--- config.mk ---
export PLATFORM = sky130hd
export DESIGN_NAME = imp_adder_seq
export DESIGN_NICKNAME = d
export VERILOG_FILES = /design/src/rtl/imp_adder_seq.sv
export SDC_FILE = /design/constraint.sdc
export NUM_CORES = 1
export LEC_CHECK = 0
export BUFFER_PORTS_ARGS = -buffer_cell sky130_fd_sc_hd__buf_4
export CORE_MARGIN = 2
export CORE_UTILIZATION = 30
export DETAILED_ROUTE_END_ITERATION = 12
export SLEW_MARGIN = 20
export SYNTH_ARGS = -nofsm -noshare
export SYNTH_HDL_FRONTEND = slang
export SYNTH_SLANG_ARGS = --single-unit
--- constraint.sdc ---
create_clock -name clk -period 3.8 [get_ports clk]
set_clock_uncertainty 0.05 [all_clocks]
set_input_delay 0.38 -clock clk [delete_from_list [all_inputs] [get_ports clk]]
set_output_delay 0.38 -clock clk [all_outputs]
set_load 0.01 [all_outputs]
--- src/rtl/imp_adder_seq.sv ---
module imp_adder_seq #(
  parameter int WIDTH = 8,
  parameter int CNT_W = $clog2(WIDTH * 35 + 1)
) (
  input  logic             clk,
  input  logic             rst_n,
  input  logic             start,
  input  logic [1:0]       mode,
  input  logic [WIDTH-1:0] op_a,
  input  logic [WIDTH-1:0] op_b,
  input  logic             cin,
  input  logic             prim_imp,
  input  logic [2:0]       prim_src,
  input  logic [2:0]       prim_dst,
  output logic             busy,
  output logic             done,
  output logic [WIDTH-1:0] sum_o,
  output logic             cout_o,
  output logic [7:0]       cells_o,
  output logic [CNT_W-1:0] rst_cnt,
  output logic [CNT_W-1:0] imp_cnt,
  output logic             err_o
);

  localparam int         BIT_W     = (WIDTH > 1) ? $clog2(WIDTH) : 1;
  localparam logic [2:0] FIRST_OFF = 3'd6;
  localparam logic [3:0] FA_LAST   = 4'd12;
  localparam logic [3:0] HA_SPLIT  = 4'd3;
  localparam logic [3:0] HA_TAIL   = 4'd13;
  localparam logic [1:0] M_FA = 2'd0, M_HA = 2'd1, M_ADD = 2'd2, M_PRIM = 2'd3;

  typedef enum logic [2:0] {S_IDLE, S_LOAD, S_RUN, S_STORE, S_PRIM} state_t;

  // entry = {is_nand, src1, src2, dst}; 0..12 full adder, 13 half-adder carry
  function automatic logic [9:0] macro_rom(input logic [3:0] idx);
    case (idx)
      4'd0:    macro_rom = {1'b1, 3'd0, 3'd1, 3'd3};
      4'd1:    macro_rom = {1'b1, 3'd0, 3'd3, 3'd4};
      4'd2:    macro_rom = {1'b1, 3'd1, 3'd3, 3'd5};
      4'd3:    macro_rom = {1'b1, 3'd4, 3'd5, 3'd0};
      4'd4:    macro_rom = {1'b1, 3'd0, 3'd2, 3'd1};
      4'd5:    macro_rom = {1'b1, 3'd0, 3'd1, 3'd4};
      4'd6:    macro_rom = {1'b1, 3'd2, 3'd1, 3'd5};
      4'd7:    macro_rom = {1'b1, 3'd4, 3'd5, 3'd0};
      4'd8:    macro_rom = {1'b1, 3'd3, 3'd1, 3'd4};
      4'd9:    macro_rom = {1'b0, 3'd4, 3'd0, 3'd5};
      4'd10:   macro_rom = {1'b0, 3'd5, 3'd0, 3'd2};
      4'd11:   macro_rom = {1'b0, 3'd0, 3'd0, 3'd1};
      4'd12:   macro_rom = {1'b0, 3'd1, 3'd0, 3'd0};
      4'd13:   macro_rom = {1'b0, 3'd3, 3'd0, 3'd2};
      default: macro_rom = '0;
    endcase
  endfunction

  state_t           st;
  logic [3:0]       mac;
  logic [1:0]       ph;
  logic [BIT_W-1:0] bit_q;
  logic [1:0]       mode_q;
  logic [WIDTH-1:0] a_q, b_q, sum_q;
  logic             cin_q, p_imp_q, done_q, err_q;
  logic [2:0]       p_src_q, p_dst_q;
  logic [7:0]       cell_q;
  logic [CNT_W-1:0] rcnt, icnt;

  logic [9:0] ent;
  logic       ex_v, ex_imp;
  logic [2:0] ex_src, ex_dst;

  assign ent = macro_rom(mac);

  always_comb begin
    if (st == S_PRIM) begin
      ex_v   = 1'b1;
      ex_imp = p_imp_q;
      ex_src = p_src_q;
      ex_dst = p_dst_q;
    end else begin
      ex_v   = (st == S_RUN);
      ex_imp = (ph != 2'd0);
      ex_src = (ph == 2'd2) ? ent[5:3] : ent[8:6];
      ex_dst = ent[2:0];
    end
  end

  wire       blocked  = ex_dst >= FIRST_OFF;
  wire       wr_ok    = ex_v && !blocked;
  wire       mac_end  = ph == (ent[9] ? 2'd2 : 2'd1);
  wire       prog_end = mac_end && ((mode_q == M_HA) ? (mac == HA_TAIL) : (mac == FA_LAST));
  wire [3:0] next_mac = (mode_q == M_HA && mac == HA_SPLIT) ? HA_TAIL : mac + 4'd1;
  wire       last_bit = (mode_q != M_ADD) || (bit_q == BIT_W'(WIDTH - 1));

  always_ff @(posedge clk) begin
    if (!rst_n) begin
      st      <= S_IDLE;
      mac     <= '0;
      ph      <= '0;
      bit_q   <= '0;
      mode_q  <= M_FA;
      a_q     <= '0;
      b_q     <= '0;
      cin_q   <= 1'b0;
      p_imp_q <= 1'b0;
      p_src_q <= '0;
      p_dst_q <= '0;
      cell_q  <= '0;
      rcnt    <= '0;
      icnt    <= '0;
      sum_q   <= '0;
      done_q  <= 1'b0;
      err_q   <= 1'b0;
    end else begin
      done_q <= 1'b0;
      if (wr_ok) begin
        cell_q[ex_dst] <= ex_imp ? (~cell_q[ex_src] | cell_q[ex_dst]) : 1'b0;
        if (ex_imp) icnt <= icnt + 1'b1;
        else        rcnt <= rcnt + 1'b1;
      end
      case (st)
        S_IDLE: if (start) begin
          mode_q  <= mode;
          a_q     <= op_a;
          b_q     <= op_b;
          cin_q   <= cin;
          p_imp_q <= prim_imp;
          p_src_q <= prim_src;
          p_dst_q <= prim_dst;
          rcnt    <= '0;
          icnt    <= '0;
          sum_q   <= '0;
          err_q   <= 1'b0;
          bit_q   <= '0;
          st      <= (mode == M_PRIM) ? S_PRIM : S_LOAD;
        end
        S_LOAD: begin
          cell_q[0] <= a_q[bit_q];
          cell_q[1] <= b_q[bit_q];
          if (bit_q == '0) cell_q[2] <= cin_q;
          mac <= '0;
          ph  <= '0;
          st  <= S_RUN;
        end
        S_RUN: begin
          if (mac_end) begin
            ph <= '0;
            if (prog_end) st <= S_STORE;
            else          mac <= next_mac;
          end else begin
            ph <= ph + 2'd1;
          end
        end
        S_STORE: begin
          sum_q[bit_q] <= cell_q[0];
          if (last_bit) begin
            st     <= S_IDLE;
            done_q <= 1'b1;
          end else begin
            bit_q <= bit_q + 1'b1;
            st    <= S_LOAD;
          end
        end
        S_PRIM: begin
          if (blocked) err_q <= 1'b1;
          st     <= S_IDLE;
          done_q <= 1'b1;
        end
        default: st <= S_IDLE;
      endcase
    end
  end

  assign busy    = (st != S_IDLE);
  assign done    = done_q;
  assign sum_o   = sum_q;
  assign cout_o  = cell_q[2];
  assign cells_o = cell_q;
  assign rst_cnt = rcnt;
  assign imp_cnt = icnt;
  assign err_o   = err_q;

  p_imp_src_hold_r1: assert property (@(posedge clk) disable iff (!rst_n)
    (wr_ok && ex_imp && ex_src != ex_dst) |=> cell_q[$past(ex_src)] == $past(cell_q[ex_src]));

  p_clear_zero_r2: assert property (@(posedge clk) disable iff (!rst_n)
    (wr_ok && !ex_imp) |=> !cell_q[$past(ex_dst)]);

  p_fa_counts_r3: assert property (@(posedge clk) disable iff (!rst_n)
    (st == S_STORE && mode_q == M_FA) |-> (rcnt == CNT_W'(13) && icnt == CNT_W'(22)));

  p_add_counts_r6: assert property (@(posedge clk) disable iff (!rst_n)
    (st == S_STORE && mode_q == M_ADD) |->
      (rcnt == CNT_W'(13 * (int'(bit_q) + 1)) && icnt == CNT_W'(22 * (int'(bit_q) + 1))));

  p_off_cells_zero_r7: assert property (@(posedge clk) disable iff (!rst_n)
    cell_q[7:6] == 2'b00);

  p_blocked_write_r8: assert property (@(posedge clk) disable iff (!rst_n)
    (ex_v && blocked) |=> ($stable(cell_q) && err_q));

  p_busy_holds_cmd_r9: assert property (@(posedge clk) disable iff (!rst_n)
    (st != S_IDLE && st != S_PRIM) |=> ($stable(mode_q) && $stable(a_q) && $stable(b_q)));

  p_done_pulse_r11: assert property (@(posedge clk) disable iff (!rst_n)
    done_q |=> !done_q);

  p_done_not_busy_r11: assert property (@(posedge clk) disable iff (!rst_n)
    done_q |-> !busy);

endmodule

Word-level counts from Yosys, hierarchy flattened
Memories as Yosys holds them, arrays and structs flattened. A register that Yosys moved wholly into a read port is not among the register bits.
Index checks and enable logic that the tools add are counted.
{"block": "word_totals", "memories": 1, "ramBits": 0, "register_bits": 74, "word_cells": 130, "out_inout_bits": 38, "rom_bits": 160, "latch_bits": 0}
{"memory": "(name not given)", "depth": 16, "word_bits": 10, "rd": 1, "rd_clocked_by_memory_dff": 1, "wr": 0, "line": "36", "text": "case (idx)"}
{"block": "op_classes", "order_cmp": 6, "bitwise": 2, "addsub": 5, "reduce_logical": 21, "n_shift": 0, "div": 0, "mul": 0, "eq_ne": 19, "muxes": 57}
{"operator": "2-to-1 mux 9 bit", "count": 8}
{"operator": "2-to-1 mux 3 bit", "count": 11}
{"operator": "2-to-1 mux 4 bit", "count": 5}
{"operator": "adder 9 x 1 -> 9 bit, second input constant", "count": 2}
{"operator": "bitwise mux 8 bit", "count": 2}
{"operator": "case mux 8 bit (2 select lines)", "count": 1}
{"operator": "2-to-1 mux 1 bit", "count": 15}
{"operator": "inequality test 2 bit, second input constant", "count": 7}
{"operator": "binary-select mux 1 bit (select 3 bit)", "count": 4}
{"operator": "less-than comparator 3 x 4 -> 1 bit, second input constant", "count": 3}
{"operator": "case mux 3 bit (4 select lines)", "count": 1}
{"operator": "AND reduction 3 bit", "count": 4}
{"operator": "nonzero test 2 bit", "count": 5}
{"operator": "== test 4 bit, second input constant", "count": 2}
{"operator": "2-to-1 mux 8 bit", "count": 1}
{"operator": "case mux 4 bit (2 select lines)", "count": 1}
{"operator": "demux 1 bit (select 3 bit)", "count": 2}
{"operator": "== test 3 x 2 -> 1 bit, second input constant", "count": 2}
{"operator": "== test 3 bit, second input constant", "count": 2}
{"operator": ">= comparator 3 x 1 -> 1 bit, second input constant", "count": 2}
{"operator": "logical NOT 3 bit", "count": 2}
{"operator": "case mux 3 bit (2 select lines)", "count": 1}
{"operator": "logical AND 1 bit", "count": 5}
{"operator": "adder 4 x 1 -> 4 bit, second input constant", "count": 1}
{"operator": "other kinds (17)", "count": 21}

Logic depth before layout (Yosys ltp)
Gate-level depths: netlist of the first run.
{"block": "depth", "depth_word": 12, "mapped_depth": 10}

Least setup slack after synthesis of the first run
OpenSTA, ideal clock, no wires.
{"block": "synth_timing", "path_type": "reg2reg", "from": "reg st[2]", "to": "reg cell_q[1] (netlist: cells_o[1])", "setup_slack_ns": 1.500, "required_ns": 3.615, "arrival_ns": 2.115, "setup_time_ns": 0.135, "stages_incl_launch_ff": 7, "cell_sequence": "dfxtp_1 nor3b_4 mux2i_1 mux2_2 a221oi_1 o2bb2a_4 o32ai_1"}
{"block": "synth_via", "elab_chain_cells": 10, "elab_cells_between_ends": 26, "classes_between": "3 x order compare; 3 x eq/ne; 14 x mux; 2 x bitwise; 4 x reduce/logical"}
{"item": "start, declared", "line": "55", "text": "state_t st;"}
{"item": "start signal, assigned", "line": "133", "text": "st <= (mode == M_PRIM) ? S_PRIM : S_LOAD;"}
{"item": "parallel branches: the longest is 10 deep, another holds less-than comparator 3 x 4 -> 1 bit"}
{"item": "end signal, assigned by index", "line": "115", "text": "cell_q[ex_dst] <= ex_imp ? (~cell_q[ex_src] | cell_q[ex_dst]) : 1'b0;"}
{"item": "end signal, assigned", "line": "137", "text": "cell_q[1] <= b_q[bit_q];"}
{"item": "end, declared", "line": "63", "text": "logic [7:0] cell_q;"}
Several ways; the timed one is not identified. The select of a mux whose other input is x is not followed.
A chain may end at the register's enable or synchronous reset.

Worst setup path after layout of the first run
{"block": "layout_timing", "from": "reg st[2]", "to": "reg cell_q[0] (netlist: cells_o[0])"}
Same word-level chain as after synthesis.

==> flow_summary.ini, run 1 <==
[outcome]
status = finished clean

[critical_path]
crit_chain = nor3b_4 > buf_4 > mux2i_1 > mux2_2 > a221oi_1 > o2bb2a_4 > o22ai_1
critPathLaunchType = flip-flop
r2r_start = st[2]
critical_path_required_ps = 3950
critPathMaxFanout = 16
r2r_slack_ps = 960
cpPeakStageDelay_ps = 560
endpoint_kind = flip-flop
cp.depth = 7
setup.worst_path.class = reg2reg
cpLargestDelayFamily = multiplexers
cp_num_buf_inv = 1
arrival_ps = 2990
crit_slowest_cell = dfxtp_1
reg2reg_depth = 7
reg2reg_to = cells_o[0]

[synth]
syn_area_mm2 = 0.00419
synth-seq-cells = 84
synth_ff_type = dfxtp_1
syn_avg_cell_area_um2 = 8.44
syn_inst = 496
yosysSeqAreaShare = 0.402
yosys_warnings = 0
synth_nets = 538
ys_async_sr_fraction = 0
yosysUniqueCellTypes = 58
synth-edff-count = 0

[power_and_ir_drop]
power.leakage_uw = 0.00202
p_per_area_mw_per_mm2 = 438
p_int_uw = 1650
ir_worst_vdd_mv = 0.248
clock_power_share = 0.414
p_sw_uw = 597
p_sw_frac = 0.265
comb_power_share = 0.152
p_seq_frac = 0.434

[drt]
via_per_inst = 4.95
avgRoutedWirePerCell_um = 14.2
first_pass_iters = 4
drtIter0Drc = 234
antenna_left = 0
route.detailed.drc = 0
vias = 3633
wl_um = 10400

[worst_hold_path]
min_path_type = in2reg
worstHoldEndpoint = b_q[0]
min_from = op_b[0]
min_path_cells = 3

[cts]
clk_pin_slew_ps = 60
cts_root_buffer = clkbuf_16
cts.repair.resized = 0
numCtsBuffers = 9
cts_tree = yes
postCtsSetupBuffers = 0
htree_levels = 3
clk_latency_ps = 340
clockBufferDepth = 2
cts.sinks = 84
cts_hold_buf = 0

[sta]
maxSlewViolCount = 0
hold_viol = 0
worst_pin_slew_ps = 777
min_period_ps = 2840
tns_ps = 0
setup_violations = 0
timing.fmax_mhz = 352
fin_crit_sh = 0.747
slew_headroom = 0.481
grt_setup_unrepaired = no

[finish]
nFillCells = 1458
layout-drive-gt1-share = 0.204
n_antenna_cell = 0
final_cells = 734
num-nets-final = 592
syn_to_final_growth_pct = 22.8

[grt]
grt_max_degree = 47
grt_use_total = 0.148
antenna_found_initial = 0
grt_pass1_wl_um = 17500
grt_overflow = 0
grt_pass1_vias = 3578

[floorplan]
io_pins = 67
die_area_mm2 = 0.0149
start_util = 0.304
die_y_um = 122
core_area_mm2 = 0.0138
rows = 43
die_x_um = 122

[placement]
gp_congestion = 0.772
dp.cells = 719
dp_hpwl_um = 7510
numPortBuffers = 66

[run]
maxCapViolCount = 0
## per-stage QoR
stage / instance area (um2) / utilization / power (uW) / worst slack [ps] / hold WS (ps)
after CTS: 5140 / 0.373 / 2280 / 996 / 227
final: 5140 / 0.373 / 2250 / 961 / 237
after floorplan: 4190 / - / 1230 / 1500 / 383
after global routing: 5140 / 0.373 / 2360 / 737 / 239
after global placement: 4820 / 0.350 / 1330 / 1090 / 391
after detailed placement: 4820 / 0.350 / 1340 / 1010 / 398
## metal layers
layer / global-route usage / vias to the layer above / wire [um]
met5: 0 / - / 0
met4: 0.0546 / 0 / 198
met3: 0.0412 / 17 / 559
met2: 0.229 / 84 / 4610
met1: 0.196 / 1674 / 5060
li1: - / 1858 / -
## cell usage in the layout (no fill, tap or decap), types with 2 or more instances in the layout
master	count
o22ai_1	2
inv_2	2
xor2_1	8
nor3b_1	3
nor3b_4	2
nand3b_1	6
o31ai_1	4
clkbuf_16	9
nand3_1	14
nand4_1	15
mux4_2	4
o21ai_0	17
a31oi_1	5
ha_1	13
and3_1	5
a211oi_1	2
a221oi_1	3
nor3_1	6
a21oi_1	47
mux2i_1	14
or3_1	6
bufinv_16	2
mux2_2	6
xnor2_1	5
buf_4	70
nor2_1	36
nor2b_1	3
inv_1	17
nand2_1	92
dfxtp_1	84
a22oi_1	7
or3b_2	5
o32ai_1	3
a21o_1	2
o211ai_1	3
and2_1	7
## worst reg2reg max path, stage by stage (launching register included)
cell and delay (ps):
dfxtp_1 560, nor3b_4 240, buf_4 230, mux2i_1 550
mux2_2 410, a221oi_1 340, o2bb2a_4 230, o22ai_1 100
## area by class of cell
class                           instances  area (um2)  area share
Tap cell                              180         225      0.0438
Inverter                               19        71.3      0.0139
Clock buffer                           11         243      0.0472
Sequential cell                        84        1680       0.327
Timing Repair Buffer                   70         526       0.102
Clock inverter                          4        73.8      0.0144
Multi-Input combinational cell        366        2320       0.451
## Yosys cell counts, types with 6 or more instances
cell type	n	share of area
nand2_1	92	0.083
dfxtp_1	84	0.40
a21oi_1	47	0.056
nor2_1	36	0.032
clkbuf_1	24	0.022
inv_1	17	0.015
o21ai_0	17	0.020
nand4_1	15	0.022
mux2i_1	14	0.033
nand3_1	14	0.017
ha_1	13	0.039
xor2_1	8	0.017
a22oi_1	7	0.013
and2_1	7	0.010
mux2_2	6	0.016
nand3b_1	6	0.011
nor3_1	6	0.0072
or3_1	6	0.0090
## power by group through the flow
stage                     logic (uW)  registers (uW)  clock network [uW]
after floorplan                  257             973                   0
after global placement           339             993                   0
after detailed placement         343             996                   0
after CTS                        345             976                 956
after global routing             386             984                 993
final                            342             976                 932
## flip-flops by register name, summed over array words and instances (netlist names), 4 cells and up
register,cells
b_q,8
rst_cnt,9
a_q,8
mac,4
imp_cnt,9
ent,10
sum_o,8
cells_o,8
## logic make-up after synthesis
group / share of synthesized area
adders and majority gates: 0.0389
xor gates and xnor gates: 0.0272
AOI/OAI and AO/OA: 0.170
and+or+nand+nor: 0.243
buffers and inverters: 0.0442
muxes: 0.0747
DFF: 0.402
## how the worst max path moves through the flow
stage / startpoint / end / slack [ps]
floorplan: st[2] / cells_o[1] / 1500
global placement: st[2] / cells_o[1] / 1090
detailed placement: st[2] / cells_o[0] / 1010
CTS: st[2] / cells_o[1] / 1000
global route: st[2] / cells_o[0] / 740
finish: st[2] / cells_o[0] / 960
(Power assumes the default switching activity.)
==> inputs of run 2 (changes only) <==
==> constraint.sdc (replaced) <==
create_clock -name clk -period 2.6 [get_ports clk]
set_clock_uncertainty 0.05 [all_clocks]
set_input_delay 0.26 -clock clk [delete_from_list [all_inputs] [get_ports clk]]
set_output_delay 0.26 -clock clk [all_outputs]
set_load 0.01 [all_outputs]
==> run 2 against run 1 <==
  * Clock power rose by 44%
  * Core utilization increased by 0.65 points
  * Design area rose by 1.7%
  * Critical endpoint is now cells_o[5]
  * Power rose by 47%
  * Sequential share of layout area is 0.53 points lower
  * First-iteration DRC count is 14% lower
  * Register-to-register slack got worse by 730 ps
==> flow_summary.ini, run 2 (synthesized netlist as in run 1, its figures left out) <==
[cts]
cts_hold_buf = 0
clk_latency_ps = 330
clockBufferDepth = 2
numCtsBuffers = 9
cts.sinks = 84
cts_root_buffer = clkbuf_16
htree_levels = 3
cts_tree = yes
clk_pin_slew_ps = 60

[worst_hold_path]
min_path_type = in2reg

[critical_path]
arrival_ps = 2560
critical_path_required_ps = 2790
setup.worst_path.class = reg2reg
crit_slowest_cell = mux2_2
crit_chain = inv_1 > ha_1 > mux2_2 > o21a_4 > mux2_4 > o211ai_2 > o2bb2a_4 > o41ai_2
critPathLaunchType = flip-flop
endpoint_kind = flip-flop
critPathMaxFanout = 6
cpPeakStageDelay_ps = 380

[grt]
grt_use_total = 0.148
antenna_found_initial = 0
grt_max_degree = 47
grt_pass1_vias = 3494
grt_pass1_wl_um = 17500
grt_overflow = 0

[finish]
syn_to_final_growth_pct = 24.9
layout-drive-gt1-share = 0.222
largest_reg_flops = 10
register_area_mm2 = 0.00168
multi_input_area_mm2 = 0.00232
n_antenna_cell = 0
nFillCells = 1461
final_cell_mix = 92 x nand2_1, 83 x dfxtp_1, 82 x buf_4
final_cells = 747
num-nets-final = 604
final_common_cell = nand2_1

[floorplan]
io_pins = 67
die_y_um = 122
start_util = 0.304
core_area_mm2 = 0.0138
rows = 43
die_x_um = 122
die_area_mm2 = 0.0149

[placement]
dp_hpwl_um = 7860
dp.cells = 730
numPortBuffers = 66
gp_congestion = 0.818

[sta]
hold_viol = 0
min_period_ps = 2370
tns_ps = 0
maxSlewViolCount = 0
grt_setup_unrepaired = no
timing.fmax_mhz = 422
fin_crit_sh = 0.911
worst_pin_slew_ps = 794
setup_violations = 0
slew_headroom = 0.470

[drt]
antenna_left = 0
drtIter0Drc = 201
wl_um = 10700
vias = 3740
first_pass_iters = 5
avgRoutedWirePerCell_um = 14.3
route.detailed.drc = 0
via_per_inst = 5.01

[power_and_ir_drop]
p_seq_frac = 0.429
ir_worst_vdd_mv = 0.297
clock_power_share = 0.405
p_int_uw = 2420
p_sw_uw = 878
power.leakage_uw = 0.00207
p_sw_frac = 0.266
p_per_area_mw_per_mm2 = 631
comb_power_share = 0.165

[run]
maxCapViolCount = 0

[outcome]
status = finished clean
-- run 2: through the flow --
step / hold WS (ps) / area, um2 / worst slack, ps / total power [uW] / utilization
2_1_floorplan: 336 / 4190 / 300 / 1800 / -
3_3_place_gp: 390 / 4900 / 240 / 1970 / 0.356
5_1_grt: 107 / 5230 / 24.0 / 3460 / 0.380
4_1_cts: 106 / 5220 / 76.9 / 3340 / 0.379
3_5_place_dp: 397 / 4900 / 79.2 / 1990 / 0.356
6_report: 117 / 5230 / 231 / 3300 / 0.380
-- run 2: timing repair --
item,CTS,global route
hold endpoints to repair,0,0
resized for setup,0,2
setup endpoints to repair,0,9
buffers inserted,0,1
-- run 2: power by group through the flow --
stage	combinational [uW]	clock [uW]	sequential [uW]
3_3_place_gp	533	0	1440
3_5_place_dp	545	0	1440
4_1_cts	547	1380	1420
6_report	546	1340	1420
5_1_grt	608	1430	1430
2_1_floorplan	375	0	1420
-- run 2: per-layer routing --
metal	track usage	part of all wire	up-vias
met5	0	0	-
met4	0.0402	0.011	0
met3	0.0417	0.061	13
met2	0.240	0.46	105
met1	0.192	0.47	1739
li1	-	-	1883
-- run 2: final cells by class --
class | count | share of cell area
multi-input cells | 366 | 0.444
clock buffers | 12 | 0.0452
inverters | 19 | 0.0136
flip-flops and latches | 84 | 0.322
repair buffers | 82 | 0.118
well taps | 180 | 0.0431
clock inverters | 4 | 0.0141
-- run 2: worst max-delay path: cells and delay by family (launching register included) --
kind	cells	cell delay, ps
multiplexers	2	680
flip-flops	1	320
AO/OA/AOI/OAI	4	870
adder cells (fa/ha/maj)	1	240
buffers and inverters	1	120
-- run 2: path summary, 6_finish.rpt --
path / slack, ps / endpoint / depth (start not counted) / start
worst min register to register: 400 / b_q[3] / 2 / b_q[3]
worst max register to register: 230 / cells_o[5] / 8 / ph[0]
worst max-delay path: 230 / cells_o[5] / 8 / ph[0]
worst min-delay path: 120 / b_q[3] / 3 / op_b[3]
==> inputs of run 3 (changes only) <==
==> constraint.sdc (replaced) <==
create_clock -name clk -period 2.75 [get_ports clk]
set_clock_uncertainty 0.05 [all_clocks]
set_input_delay 0.275 -clock clk [delete_from_list [all_inputs] [get_ports clk]]
set_output_delay 0.275 -clock clk [all_outputs]
set_load 0.01 [all_outputs]
==> run 3 against run 2 <==
  * Register-to-register slack improved by 60 ps
  * Combinational power shrank 8.1%
  * Hold slack gained 9.3 ps
  * Non-clock buffer count shrank 7
  * Setup slack better by 55 ps
  * Die area unchanged
  * Sequential share of layout area is essentially flat
  * Via count rose by 0.48%
  * Design area about the same
  * Cell count fell by 0.94%
  * First-iteration DRC count is 24% higher
  * Power is 0.47% higher
  * Critical endpoint is now ent[1]
  * Largest cell class unchanged
==> flow_summary.ini, run 3 (synthesized netlist as in run 1, its figures left out) <==
[critical_path]
startpoint = st[1]
setup.worst_path.class = reg2reg
reg2reg_depth = 8
critical_path_required_ps = 2920
endpoint_kind = flip-flop
crit_chain = or3b_1 > a21o_1 > a21oi_1 > mux2i_1 > nand2_1 > ha_1 > mux2i_1 > o21ai_0
cpPeakStageDelay_ps = 460
path_common_cell = mux2i_1
critPathMaxFanout = 14
crit_slowest_cell = dfxtp_2
r2r_start = st[1]
critPathLaunchType = flip-flop
reg2reg_to = ent[1]
arrival_ps = 2630
r2r_slack_ps = 290

[worst_hold_path]
min_path_cells = 3
min_path_type = in2reg
min_from = op_a[6]
worstHoldEndpoint = a_q[6]

[power_and_ir_drop]
p_sw_uw = 857
p_sw_frac = 0.258
power.leakage_uw = 0.00207
p_seq_frac = 0.405
finalPower_uw = 3320
p_per_area_mw_per_mm2 = 635
ir_worst_vdd_mv = 0.315
p_int_uw = 2460
comb_power_share = 0.151
clock_power_share = 0.444

[drt]
via_per_inst = 5.08
vias = 3758
route.detailed.drc = 0
drtIter0Drc = 250
first_pass_iters = 4
wl_um = 10700
antenna_left = 0
avgRoutedWirePerCell_um = 14.5

[floorplan]
start_util = 0.304
core_area_mm2 = 0.0138
io_pins = 67
die_area_mm2 = 0.0149
die_y_um = 122
die_x_um = 122
rows = 43

[cts]
clk_latency_ps = 350
cts_tree = yes
clockBufferDepth = 2
numCtsBuffers = 9
cts_root_buffer = clkbuf_16
htree_levels = 3
cts.sinks = 84
clk_pin_slew_ps = 60

[placement]
gp_congestion = 0.830
placed_area_mm2 = 0.00486
numPortBuffers = 66
dp_hpwl_um = 7670

[finish]
final_cell_mix = 92 x nand2_1, 83 x dfxtp_1, 75 x buf_4
utilization = 0.379
n_antenna_cell = 0
syn_to_final_growth_pct = 24.8
num-nets-final = 597
layout-drive-gt1-share = 0.216
design_area_mm2 = 0.00523
final_common_cell = nand2_1
largest_reg_flops = 10

[sta]
grt_setup_unrepaired = no
maxSlewViolCount = 0
hold_viol = 0
worst_pin_slew_ps = 792
slew_headroom = 0.471
setup_violations = 0
fin_crit_sh = 0.896
hold_slack_ps = 127
min_period_ps = 2460
tns_ps = 0
timing.fmax_mhz = 406

[outcome]
status = finished clean

[grt]
antenna_found_initial = 0
grt_pass1_wl_um = 17600
grt_pass1_vias = 3602
grt_max_degree = 47
grt_overflow = 0
grt_use_total = 0.150

[run]
maxCapViolCount = 0
[run 3: cell types whose count changed in the layout (fill, tap and decap cells not counted), sizes merged]
cell and change:
buf -7, bufinv +2, clkbuf -3, clkinv +1
[run 3: power by group through the flow]
stage | Sequential [uW] | Combinational, uW | Clock (uW)
6_report | 1340 | 502 | 1470
5_1_grt | 1350 | 561 | 1560
4_1_cts | 1340 | 503 | 1520
3_5_place_dp | 1370 | 499 | 0
3_3_place_gp | 1360 | 491 | 0
2_1_floorplan | 1340 | 355 | 0
[run 3: per-layer routing]
metal / track usage / share of wire / up-vias
met1: 0.198 / 0.46 / 1756
met2: 0.227 / 0.44 / 121
li1: - / - / 1867
met5: 0 / 0 / -
met3: 0.0534 / 0.076 / 14
met4: 0.0496 / 0.016 / 0
[run 3: layout make-up]
type | count | area (um2)
repair buffers | 75 | 563
well taps | 180 | 225
clock buffers | 9 | 225
multi-input cells | 366 | 2320
inverters | 19 | 71.3
fillers | 1442 | 8550
clock inverters | 7 | 139
flip-flops and latches | 84 | 1680
[run 3: worst max-delay path by stage]
stage | to | slack, ps | cells after the start
2_1_floorplan | cells_o[1] | 450 | 6
3_3_place_gp | ent[8] | 270 | 8
3_5_place_dp | ent[1] | 170 | 8
4_1_cts | ent[1] | 160 | 8
5_1_grt | cells_o[1] | 90 | 7
6_report | ent[1] | 290 | 8
[run 3: worst max-delay path: cells and delay by family (launching register included)]
family                   cells  cell delay (ps)
AND/OR/NAND/NOR              2              590
AO/OA/AOI/OAI                3              530
flip-flops                   1              460
multiplexers                 2              410
adder cells (fa/ha/maj)      1              290
[run 3: stage by stage]
step                      setup slack [ps]  cells
after CTS                              162    740
after global placement                 275    724
after floorplan                        450    496
after global routing                  91.7    740
after detailed placement               167    724
final                                  287    740
[run 3: timing repair]
item | CTS | global route
setup endpoints to repair | 0 | 1
gates resized for setup | 0 | 1
buffers inserted | 0 | 0
hold buffers | 0 | 0
